$ cat config.mk
export PLATFORM = sky130hd
export DESIGN_NAME = cp_host_bridge
export DESIGN_NICKNAME = d
export VERILOG_FILES = /design/src/rtl/bridge_pkg.sv /design/src/rtl/bridge_window_dec.sv /design/src/rtl/bridge_status_fmt.sv /design/src/rtl/cp_host_bridge.sv
export SDC_FILE = /design/constraint.sdc
export NUM_CORES = 1
export LEC_CHECK = 0
export BUFFER_PORTS_ARGS = -buffer_cell sky130_fd_sc_hd__buf_2
export CELL_PAD_IN_SITES_DETAIL_PLACEMENT = 0
export CELL_PAD_IN_SITES_GLOBAL_PLACEMENT = 1
export CORE_MARGIN = 5
export CORE_UTILIZATION = 41
export DETAILED_ROUTE_END_ITERATION = 16
export GPL_TIMING_DRIVEN = 0
export PLACE_DENSITY_LB_ADDON = 0.08
export SYNTH_ARGS = -nofsm -noshare
export SYNTH_HDL_FRONTEND = slang
export SYNTH_SLANG_ARGS = --single-unit
export TNS_END_PERCENT = 30
$ cat constraint.sdc
create_clock -name clk -period 2.4 [get_ports clk]
set_input_delay 0.48 -clock clk [delete_from_list [all_inputs] [get_ports clk]]
set_output_delay 0.48 -clock clk [all_outputs]
set_load 0.03 [all_outputs]
$ cat src/rtl/bridge_pkg.sv
package bridge_pkg;
    localparam int ADDR_W  = 24;
    localparam int DATA_W  = 16;
    localparam int HOFF_W  = 3;
    localparam int BYTE_W  = 8;
    localparam int NUM_WIN = 10;

    // host register offsets whose position software decodes
    localparam logic [HOFF_W-1:0] OFF_DLO   = 3'd0;
    localparam logic [HOFF_W-1:0] OFF_DHI   = 3'd1;
    localparam logic [HOFF_W-1:0] OFF_ALO   = 3'd2;
    localparam logic [HOFF_W-1:0] OFF_AMID  = 3'd3;
    localparam logic [HOFF_W-1:0] OFF_AHI   = 3'd4;
    localparam logic [HOFF_W-1:0] OFF_STAT  = 3'd7;

    localparam logic [BYTE_W-1:0] STAT_IDLE = 8'hE4;

    typedef enum logic [2:0] {
        ST_IDLE,
        ST_WAIT,
        ST_DONE,
        ST_FAULT,
        ST_DRAIN
    } cyc_state_e;
endpackage

$ cat src/rtl/bridge_window_dec.sv
module bridge_window_dec
    import bridge_pkg::*;
(
    input  logic [ADDR_W-1:0] addr,
    output logic              fwd
);
    localparam logic [ADDR_W-1:0] WIN_LO [NUM_WIN] = '{
        24'h200000, 24'h420000, 24'h510000, 24'h520000, 24'h538000,
        24'h5F2000, 24'h690000, 24'h6F0000, 24'h730000, 24'h7A0000};
    localparam logic [ADDR_W-1:0] WIN_HI [NUM_WIN] = '{
        24'h2FFFFF, 24'h42FFFF, 24'h51FFFF, 24'h52FFFF, 24'h53FFFF,
        24'h5F3FFF, 24'h69FFFF, 24'h6FFFFF, 24'h73FFFF, 24'h7AFFFF};

    logic [NUM_WIN-1:0] hit;

    for (genvar i = 0; i < NUM_WIN; i++) begin : g_win
        assign hit[i] = (addr >= WIN_LO[i]) && (addr <= WIN_HI[i]);
    end

    assign fwd = |hit;
endmodule

$ cat src/rtl/bridge_status_fmt.sv
module bridge_status_fmt
    import bridge_pkg::*;
(
    input  logic [ADDR_W-1:0] addr,
    input  logic              pending,
    input  logic              pend_rd,
    input  logic              irq,
    output logic [BYTE_W-1:0] status
);
    logic [BYTE_W-1:0] base;

    always_comb begin
        if (!pending)
            base = STAT_IDLE;
        else if (addr >= 24'h200000 && addr <= 24'h2FFFFF)
            base = 8'h30;
        else if (addr >= 24'h512000 && addr <= 24'h517FFF)
            base = 8'h70;
        else if (addr >= 24'h51FF00 && addr <= 24'h51FFFF)
            base = 8'h50;
        else if (addr >= 24'h538000 && addr <= 24'h53FFFF)
            base = 8'hB0;
        else
            base = 8'hD0;
        status = base | {3'b000, ~irq, 1'b0, pending & pend_rd, 2'b00};
    end
endmodule

$ cat src/rtl/cp_host_bridge.sv
module cp_host_bridge
    import bridge_pkg::*;
(
    input  logic              clk,
    input  logic              rst_n,
    input  logic              cp_req,
    input  logic              cp_we,
    input  logic [ADDR_W-1:0] cp_addr,
    input  logic [1:0]        cp_lanes,
    input  logic [DATA_W-1:0] cp_wdata,
    output logic [DATA_W-1:0] cp_rdata,
    output logic              cp_ready,
    output logic              cp_berr,
    output logic              cp_reset,
    input  logic              host_rd,
    input  logic              host_wr,
    input  logic [HOFF_W-1:0] host_addr,
    input  logic [BYTE_W-1:0] host_wdata,
    output logic [BYTE_W-1:0] host_rdata,
    input  logic              host_irq
);
    cyc_state_e        state_q, state_d;
    logic [ADDR_W-1:0] addr_q;
    logic [DATA_W-1:0] data_q;
    logic              pend_rd_q;
    logic              rst_bit_q;
    logic [BYTE_W-1:0] rdata_q;
    logic              fwd;
    logic [BYTE_W-1:0] status;
    logic              pending;
    logic              capture;
    logic              wr_ack;
    logic              wr_abort;
    logic [ADDR_W-1:0] addr_flip;

    bridge_window_dec u_win (
        .addr (cp_addr),
        .fwd  (fwd)
    );

    bridge_status_fmt u_stat (
        .addr    (addr_q),
        .pending (pending),
        .pend_rd (pend_rd_q),
        .irq     (host_irq),
        .status  (status)
    );

    assign pending   = (state_q == ST_WAIT);
    assign capture   = (state_q == ST_IDLE) && cp_req && fwd;
    assign wr_ack    = host_wr && (host_addr == OFF_STAT);
    assign wr_abort  = host_wr && (host_addr == OFF_AMID);
    assign addr_flip = ~addr_q;

    // next-state logic
    always_comb begin
        state_d = state_q;
        unique case (state_q)
            ST_IDLE:  if (cp_req) state_d = fwd ? ST_WAIT : ST_FAULT;
            ST_WAIT: begin
                if (wr_abort)
                    state_d = ST_FAULT;
                else if (wr_ack && !rst_bit_q)
                    state_d = ST_DONE;
            end
            ST_DONE:  state_d = ST_DRAIN;
            ST_FAULT: state_d = ST_DRAIN;
            ST_DRAIN: if (!cp_req) state_d = ST_IDLE;
            default:  state_d = ST_IDLE;
        endcase
    end

    // state register
    always_ff @(posedge clk) begin
        if (!rst_n) state_q <= ST_IDLE;
        else        state_q <= state_d;
    end

    // captured cycle, data word and host read path
    always_ff @(posedge clk) begin
        if (!rst_n) begin
            addr_q    <= '0;
            data_q    <= '0;
            pend_rd_q <= 1'b0;
            rst_bit_q <= 1'b0;
            rdata_q   <= '0;
        end else begin
            if (host_wr) begin
                unique case (host_addr)
                    OFF_DLO: data_q[7:0]  <= host_wdata;
                    OFF_DHI: data_q[15:8] <= host_wdata;
                    OFF_ALO: rst_bit_q    <= host_wdata[0];
                    default: ;
                endcase
            end
            if (host_rd) begin
                unique case (host_addr)
                    OFF_DLO:  rdata_q <= data_q[7:0];
                    OFF_DHI:  rdata_q <= data_q[15:8];
                    OFF_ALO, OFF_AMID, OFF_AHI: begin
                        if (pending) begin
                            rdata_q <= addr_q[8*(host_addr-OFF_ALO) +: 8];
                        end else begin
                            rdata_q <= addr_flip[8*(host_addr-OFF_ALO) +: 8];
                            addr_q  <= addr_flip;
                        end
                    end
                    OFF_STAT: rdata_q <= status;
                    default:  rdata_q <= '0;
                endcase
            end
            if (capture) begin
                addr_q    <= (cp_lanes == 2'b01) ? cp_addr + 1'b1 : cp_addr;
                pend_rd_q <= ~cp_we;
                if (cp_we) data_q <= cp_wdata;
            end
        end
    end

    // outputs
    always_comb begin
        cp_ready   = (state_q == ST_DONE);
        cp_berr    = (state_q == ST_FAULT);
        cp_rdata   = data_q;
        cp_reset   = rst_bit_q;
        host_rdata = rdata_q;
    end
endmodule

Yosys cells after proc, flatten, opt, wreduce, memory -nomap -nowiden --
Index checks and enable logic that the tools add are counted.
Operators by class: muxes and demuxes 23, reductions and logical operators 30, add/subtract/negate cells 2, shift-type cells 2, eq/ne operators 14, order comparisons 28, bitwise gates (word level) 5
Operators with widths (count):
- $ge 24x23->1 const B | 12
- $le 24x23->1 const B | 12
- $mux 24 | 5
- $shiftx 24x33->8 | 2
- $mux 8 | 7
- $ge 24x22->1 const B | 2
- $le 24x22->1 const B | 2
- $mux 16 | 3
- $pmux 8 s4 | 1
- $add 24x1->24 const B | 1
- $not 24->24 | 1
- $logic_and 1x1->1 | 19
- $eq 3x2->1 const B | 4
- $mux 3 | 4
- $pmux 3 s4 | 1
- $reduce_or 10->1 | 1
- $eq 3x3->1 const B | 3
- $or 8x5->8 | 1
- $mux 7 | 1
- $eq 3x1->1 const B | 2
- $logic_not 3->1 | 2
- $ne 2x2->1 const B | 3
- $reduce_and 3->1 | 2
- $reduce_bool 2->1 | 2
- 10 further kinds | 11
Word-level totals: bits in registers 53, output and inout bits 27, logic and storage cells 110

Logic depth before layout (Yosys ltp) --
depth in word-level cells 9, gate-level depth with buffers 9

Modules after synthesis --
Synthesis repeated with hierarchy kept, for this count alone.
Second synthesis, totals: cells, all modules 432, area total of the unflattened synthesis 3582.2 µm²
By module, submodules not included:
- cp_host_bridge | times used 1, cells each 379, sequential area each 1061.0 µm², area an instance 3243.1 µm²
- bridge_window_dec | times used 1, cells each 29, sequential area each 0.0 µm², area an instance 181.4 µm²
- bridge_status_fmt | times used 1, cells each 24, sequential area each 0.0 µm², area an instance 157.7 µm²

Worst setup path after synthesis --
No wires, ideal clock.
path type input port to flip-flop, start input host_addr[1], end register rdata_q[0], in the netlist host_rdata[0], library setup time 122 ps, stages on the path 8, data required time 2278 ps, path buffers 2, arrival 2081 ps, setup slack 198 ps, cells stage by stage clkbuf_1 > buf_2 > inv_1 > ha_1 > nor2b_1 > o21ai_0 > nor2_1 > a221o_1
Between the ends: longest elaborated chain between the ends 4
Ends and longest elaborated chain:
- start: declaration | line cp_host_bridge.sv:17 | input logic [HOFF_W-1:0] host_addr,
- $sub 3x2->4 | line cp_host_bridge.sv:102, cp_host_bridge.sv:104
- $shiftx 24x33->8 (on tied branches) | line cp_host_bridge.sv:104, cp_host_bridge.sv:102
- $mux 8 | line cp_host_bridge.sv:101 | if (pending) begin
- $pmux 8 s4 (*) | line cp_host_bridge.sv:97 | unique case (host_addr)
- end signal: assignment | line cp_host_bridge.sv:98 | OFF_DLO: rdata_q <= data_q[7:0];
- end signal: assignment | line cp_host_bridge.sv:102 | rdata_q <= addr_q[8*(host_addr-OFF_ALO) +: 8];
- end signal: assignment | line cp_host_bridge.sv:104 | rdata_q <= addr_flip[8*(host_addr-OFF_ALO) +: 8];
- end: declaration | line cp_host_bridge.sv:27 | logic [BYTE_W-1:0] rdata_q;
Every way passes the cells marked *; elsewhere a longest branch is shown, timed or not. A chain may end at the register's enable or synchronous reset.

Worst setup path after layout --
start register addr_q[22], end register rdata_q[5], in the netlist host_rdata[5]
Between the ends: longest elaborated chain between the ends 9
Ends and longest elaborated chain:
- start: declaration | line cp_host_bridge.sv:23 | logic [ADDR_W-1:0] addr_q;
- start signal: assignment | line cp_host_bridge.sv:105 | addr_q <= addr_flip;
- start signal: assignment | line cp_host_bridge.sv:113 | addr_q <= (cp_lanes == 2'b01) ? cp_addr + 1'b1 : cp_addr;
- $ge 24x23->1 or $le 24x23->1 (tied branches) | line bridge_status_fmt.sv:21 | else if (addr >= 24'h538000 && addr <= 24'h53FFFF)
- $logic_and 1x1->1 | line bridge_status_fmt.sv:21
- $mux 7 | line bridge_status_fmt.sv:21
- $mux 8 | line bridge_status_fmt.sv:19 | else if (addr >= 24'h51FF00 && addr <= 24'h51FFFF)
- $mux 8 | line bridge_status_fmt.sv:17 | else if (addr >= 24'h512000 && addr <= 24'h517FFF)
- $mux 8 (*) | line bridge_status_fmt.sv:15 | else if (addr >= 24'h200000 && addr <= 24'h2FFFFF)
- $mux 8 (*) | line bridge_status_fmt.sv:13 | if (!pending)
- $or 8x5->8 (*) | line bridge_status_fmt.sv:25 | status = base | {3'b000, ~irq, 1'b0, pending & pend_rd, 2'b00};
- $pmux 8 s4 (*) | line cp_host_bridge.sv:97
- end signal: assignment | line cp_host_bridge.sv:98
- end signal: assignment | line cp_host_bridge.sv:99 | OFF_DHI: rdata_q <= data_q[15:8];
- end signal: assignment | line cp_host_bridge.sv:102
Marked as above.

==> flow_summary.ini <==
[logic_synthesis]
syn_inst = 466
synth_nets = 530
syn-cell-area_sq_mm = 0.00395
synth-seq-cells = 53
synth_top_flop_cell = dfxtp_1
synth_cell_types = 58
seq_area_frac_synth_pct = 26.9
yosys_warnings = 0
synthArstFlopShare_pct = 0
synth_edf_count = 0
avgSynthCellArea_sq_um = 8.47

[drt]
vias = 3762
drt_iter0_markers = 203
remaining_drc_errors = 0
ant_nets = 0
wire_per_inst_um = 17.1
drt-vias-per-instance = 5.49
wirelength_mm = 11.7
firstDrtPassIters = 4

[timing]
relSlewSlack_pct = 40.9
finalCriticalPeriod_ns = 2.07
fin_skew_ns = 0.0156
rsz0062_at_grt = no
hold_viol_final = 0
maxSlewViolCount = 0
fin_setup_tns_ns = 0
setup_ws_ns = 0.326
worst_pin_slew_ns = 0.878
period_share_pct = 86.4
fmax_mhz = 482
finalSetupViolCount = 0
hold_ws_ns = 0.404

[global_routing]
grt_use_met3_pct = 3.34
grt_max_degree = 16
grt_pass1_vias = 3598
antenna_found_initial = 0
gr-total-overflow = 0
gr-max-usage-layer = met2
grt_pass1_wl_mm = 18.6
grt_usage_pct = 20.0
grt.met2_usage_pct = 33.1
grt.met1_usage_pct = 26.7

[final_layout]
final_cells = 685
fin_area_sq_mm = 0.00465
final_util_pct = 49.9
n_fill_cell = 972
synthToLayoutAreaGrowth_pct = 17.9
final_nets = 619
antenna_cells = 0
drive_gt1_share_pct = 22.1

[worst_setup_path]
startpoint_type = flop
worstPathMaxFanout = 5
arrival_ns = 2.28
crit_start = addr_q[22]
crit_required_ns = 2.60
reg2reg_to = host_rdata[5]
timing.rr.start = addr_q[22]
cpLargestDelayFamily = compound AO/OA/AOI/OAI gates
path_buf_inv = 0
crit_slowest_cell = nor4b_1
r2r_cells = 5
worstSetupPathDepth = 5
slowest_delay_ns = 0.59
crit_type = flop to flop
cp-end-kind = flop
r2r_slack_ns = 0.33
crit_end = host_rdata[5]
crit_chain = nand4bb_1, nor4b_1, a21oi_1, a31o_2, a221oi_1

[floorplan]
floorplan.die_area_sq_mm = 0.0117
rows = 35
core_sq_mm = 0.00933
die_w_um = 108
io_pins = 87
start_util_pct = 42.3
die_h_um = 108

[clock_network]
cts_setup_buffers = 0
cts_root_buf = clkbuf_8
clock_path_buffers = 2
clk_latency_ns = 0.31
clock-sinks = 53
numCtsBuffers = 5
clk_pin_slew_ns = 0.10
cts_tree = built
ctsHoldBuffers = 0
h-tree-depth = 2

[place]
dp_cells = 678
place_congestion = 0.836
place_hpwl_mm = 9.30
place_area_sq_mm = 0.00452
dp_slack_ns = -0.206
io_buffers = 83

[pwr]
p_leak_nw = 1.77
p_total_mw = 2.33
ir_drop_uv = 255
p_per_area_mw_per_mm2 = 501

[run]
cap_violations = 0

[worst_hold_path]
hp-class = input port to flop

[status]
status = finished, final reports clean
## kinds of logic (layout without fill, tap and decap cells)
| family | count (synthesis) | in the layout | synth area share, % |
|---|---|---|---|
| compound gates | 102 | 102 | 19.8 |
| xor+xnor | 49 | 49 | 10.9 |
| fa+ha+maj | 4 | 4 | 1.27 |
| buf+inv | 44 | 134 | 6.25 |
| flops | 53 | 53 | 26.9 |
| mux | 44 | 44 | 11.2 |
| simple gates | 170 | 170 | 23.7 |
## routing by layer
| layer | share of wire (%) | wire (um) | vias to the layer above |
|---|---|---|---|
| met4 | 1.8 | 206 | 0 |
| met3 | 5.4 | 639 | 14 |
| met2 | 47 | 5480 | 106 |
| li1 | - | - | 1905 |
| met5 | 0 | 0 | - |
| met1 | 46 | 5410 | 1737 |
## where the power goes
group | internal [mW] | total [mW] | switching [mW]
sequential | 0.948 | 1.03 | 0.0822
combinational | 0.303 | 0.663 | 0.361
clock | 0.341 | 0.637 | 0.296
total | 1.59 | 2.33 | 0.739
## worst min-delay path by stage
| stage | start | endpoint | slack [ns] | cells after the start |
|---|---|---|---|---|
| 6_report | cp_wdata[3] | cp_rdata[3] | 0.40 | 3 |
| 3_3_place_gp | host_rdata[3] | host_rdata[3] | 0.47 | 1 |
| 3_5_place_dp | host_rdata[3] | host_rdata[3] | 0.47 | 1 |
| 5_1_grt | cp_wdata[5] | cp_rdata[5] | 0.40 | 3 |
| 2_1_floorplan | pend_rd_q | pend_rd_q | 0.47 | 1 |
| 4_1_cts | cp_wdata[3] | cp_rdata[3] | 0.40 | 3 |
## worst register-to-register path: cells and delay by family (launching register included)
family / cells / cell delay [ns]
simple gates: 2 / 0.72
flops: 1 / 0.49
compound gates: 3 / 0.76
## layout by cell type, fill, tap and decap left out, types with 6 or more instances in the layout
master and count:
buf_2 90, dfxtp_1 53, nand2_1 47, xnor2_1 44, mux2i_1 44, nand2b_1 21
nor3_1 17, o211ai_1 17, o21ai_0 17, nor2_1 16, clkbuf_1 16, nand3_1 14
a21oi_1 10, inv_1 9, nand4_1 8, buf_6 7, nor4_1 7, o221a_1 7
o22ai_1 6, o31a_1 6, o221a_2 6, clkbuf_8 6
## cell type report
type | instances | area [sq um] | area share [%]
clock buffers | 7 | 86.3 | 1.85
well taps | 129 | 161 | 3.47
repair buffers | 83 | 415 | 8.92
clock inverters | 1 | 30.0 | 0.645
inverters | 9 | 33.8 | 0.726
multi-input cells | 369 | 2660 | 57.0
flip-flops and latches | 53 | 1060 | 22.8
plain buffers | 34 | 211 | 4.54
## state kept, by name, summed over array words and instances, names as in the netlist
signal      cells
addr_q         24
cp_reset        1
pend_rd_q       1
host_rdata      8
cp_rdata       16
state_q         3
## cell usage after synthesis (7+ instances only)
master | instances | area share, %
nand3_1 | 14 | 1.8
nand2b_1 | 21 | 3.3
nor4_1 | 7 | 1.1
nor2_1 | 16 | 1.5
buf_2 | 8 | 1.0
nor3_1 | 18 | 2.3
mux2i_1 | 44 | 11
buf_6 | 7 | 2.0
inv_1 | 9 | 0.86
dfxtp_1 | 53 | 27
o21ai_0 | 17 | 2.2
clkbuf_1 | 16 | 1.5
xnor2_1 | 44 | 9.8
nand2_1 | 47 | 4.5
a21oi_1 | 10 | 1.3
nand4_1 | 8 | 1.3
o211ai_1 | 17 | 3.2
o221a_1 | 7 | 2.0
## repair_timing
action	4_1_cts	5_1_grt
gates resized for setup	1	3
endpoints found under the setup margin	2	9
hold endpoints to repair	0	0
Note: power is estimated with default switching activity, not from simulation.
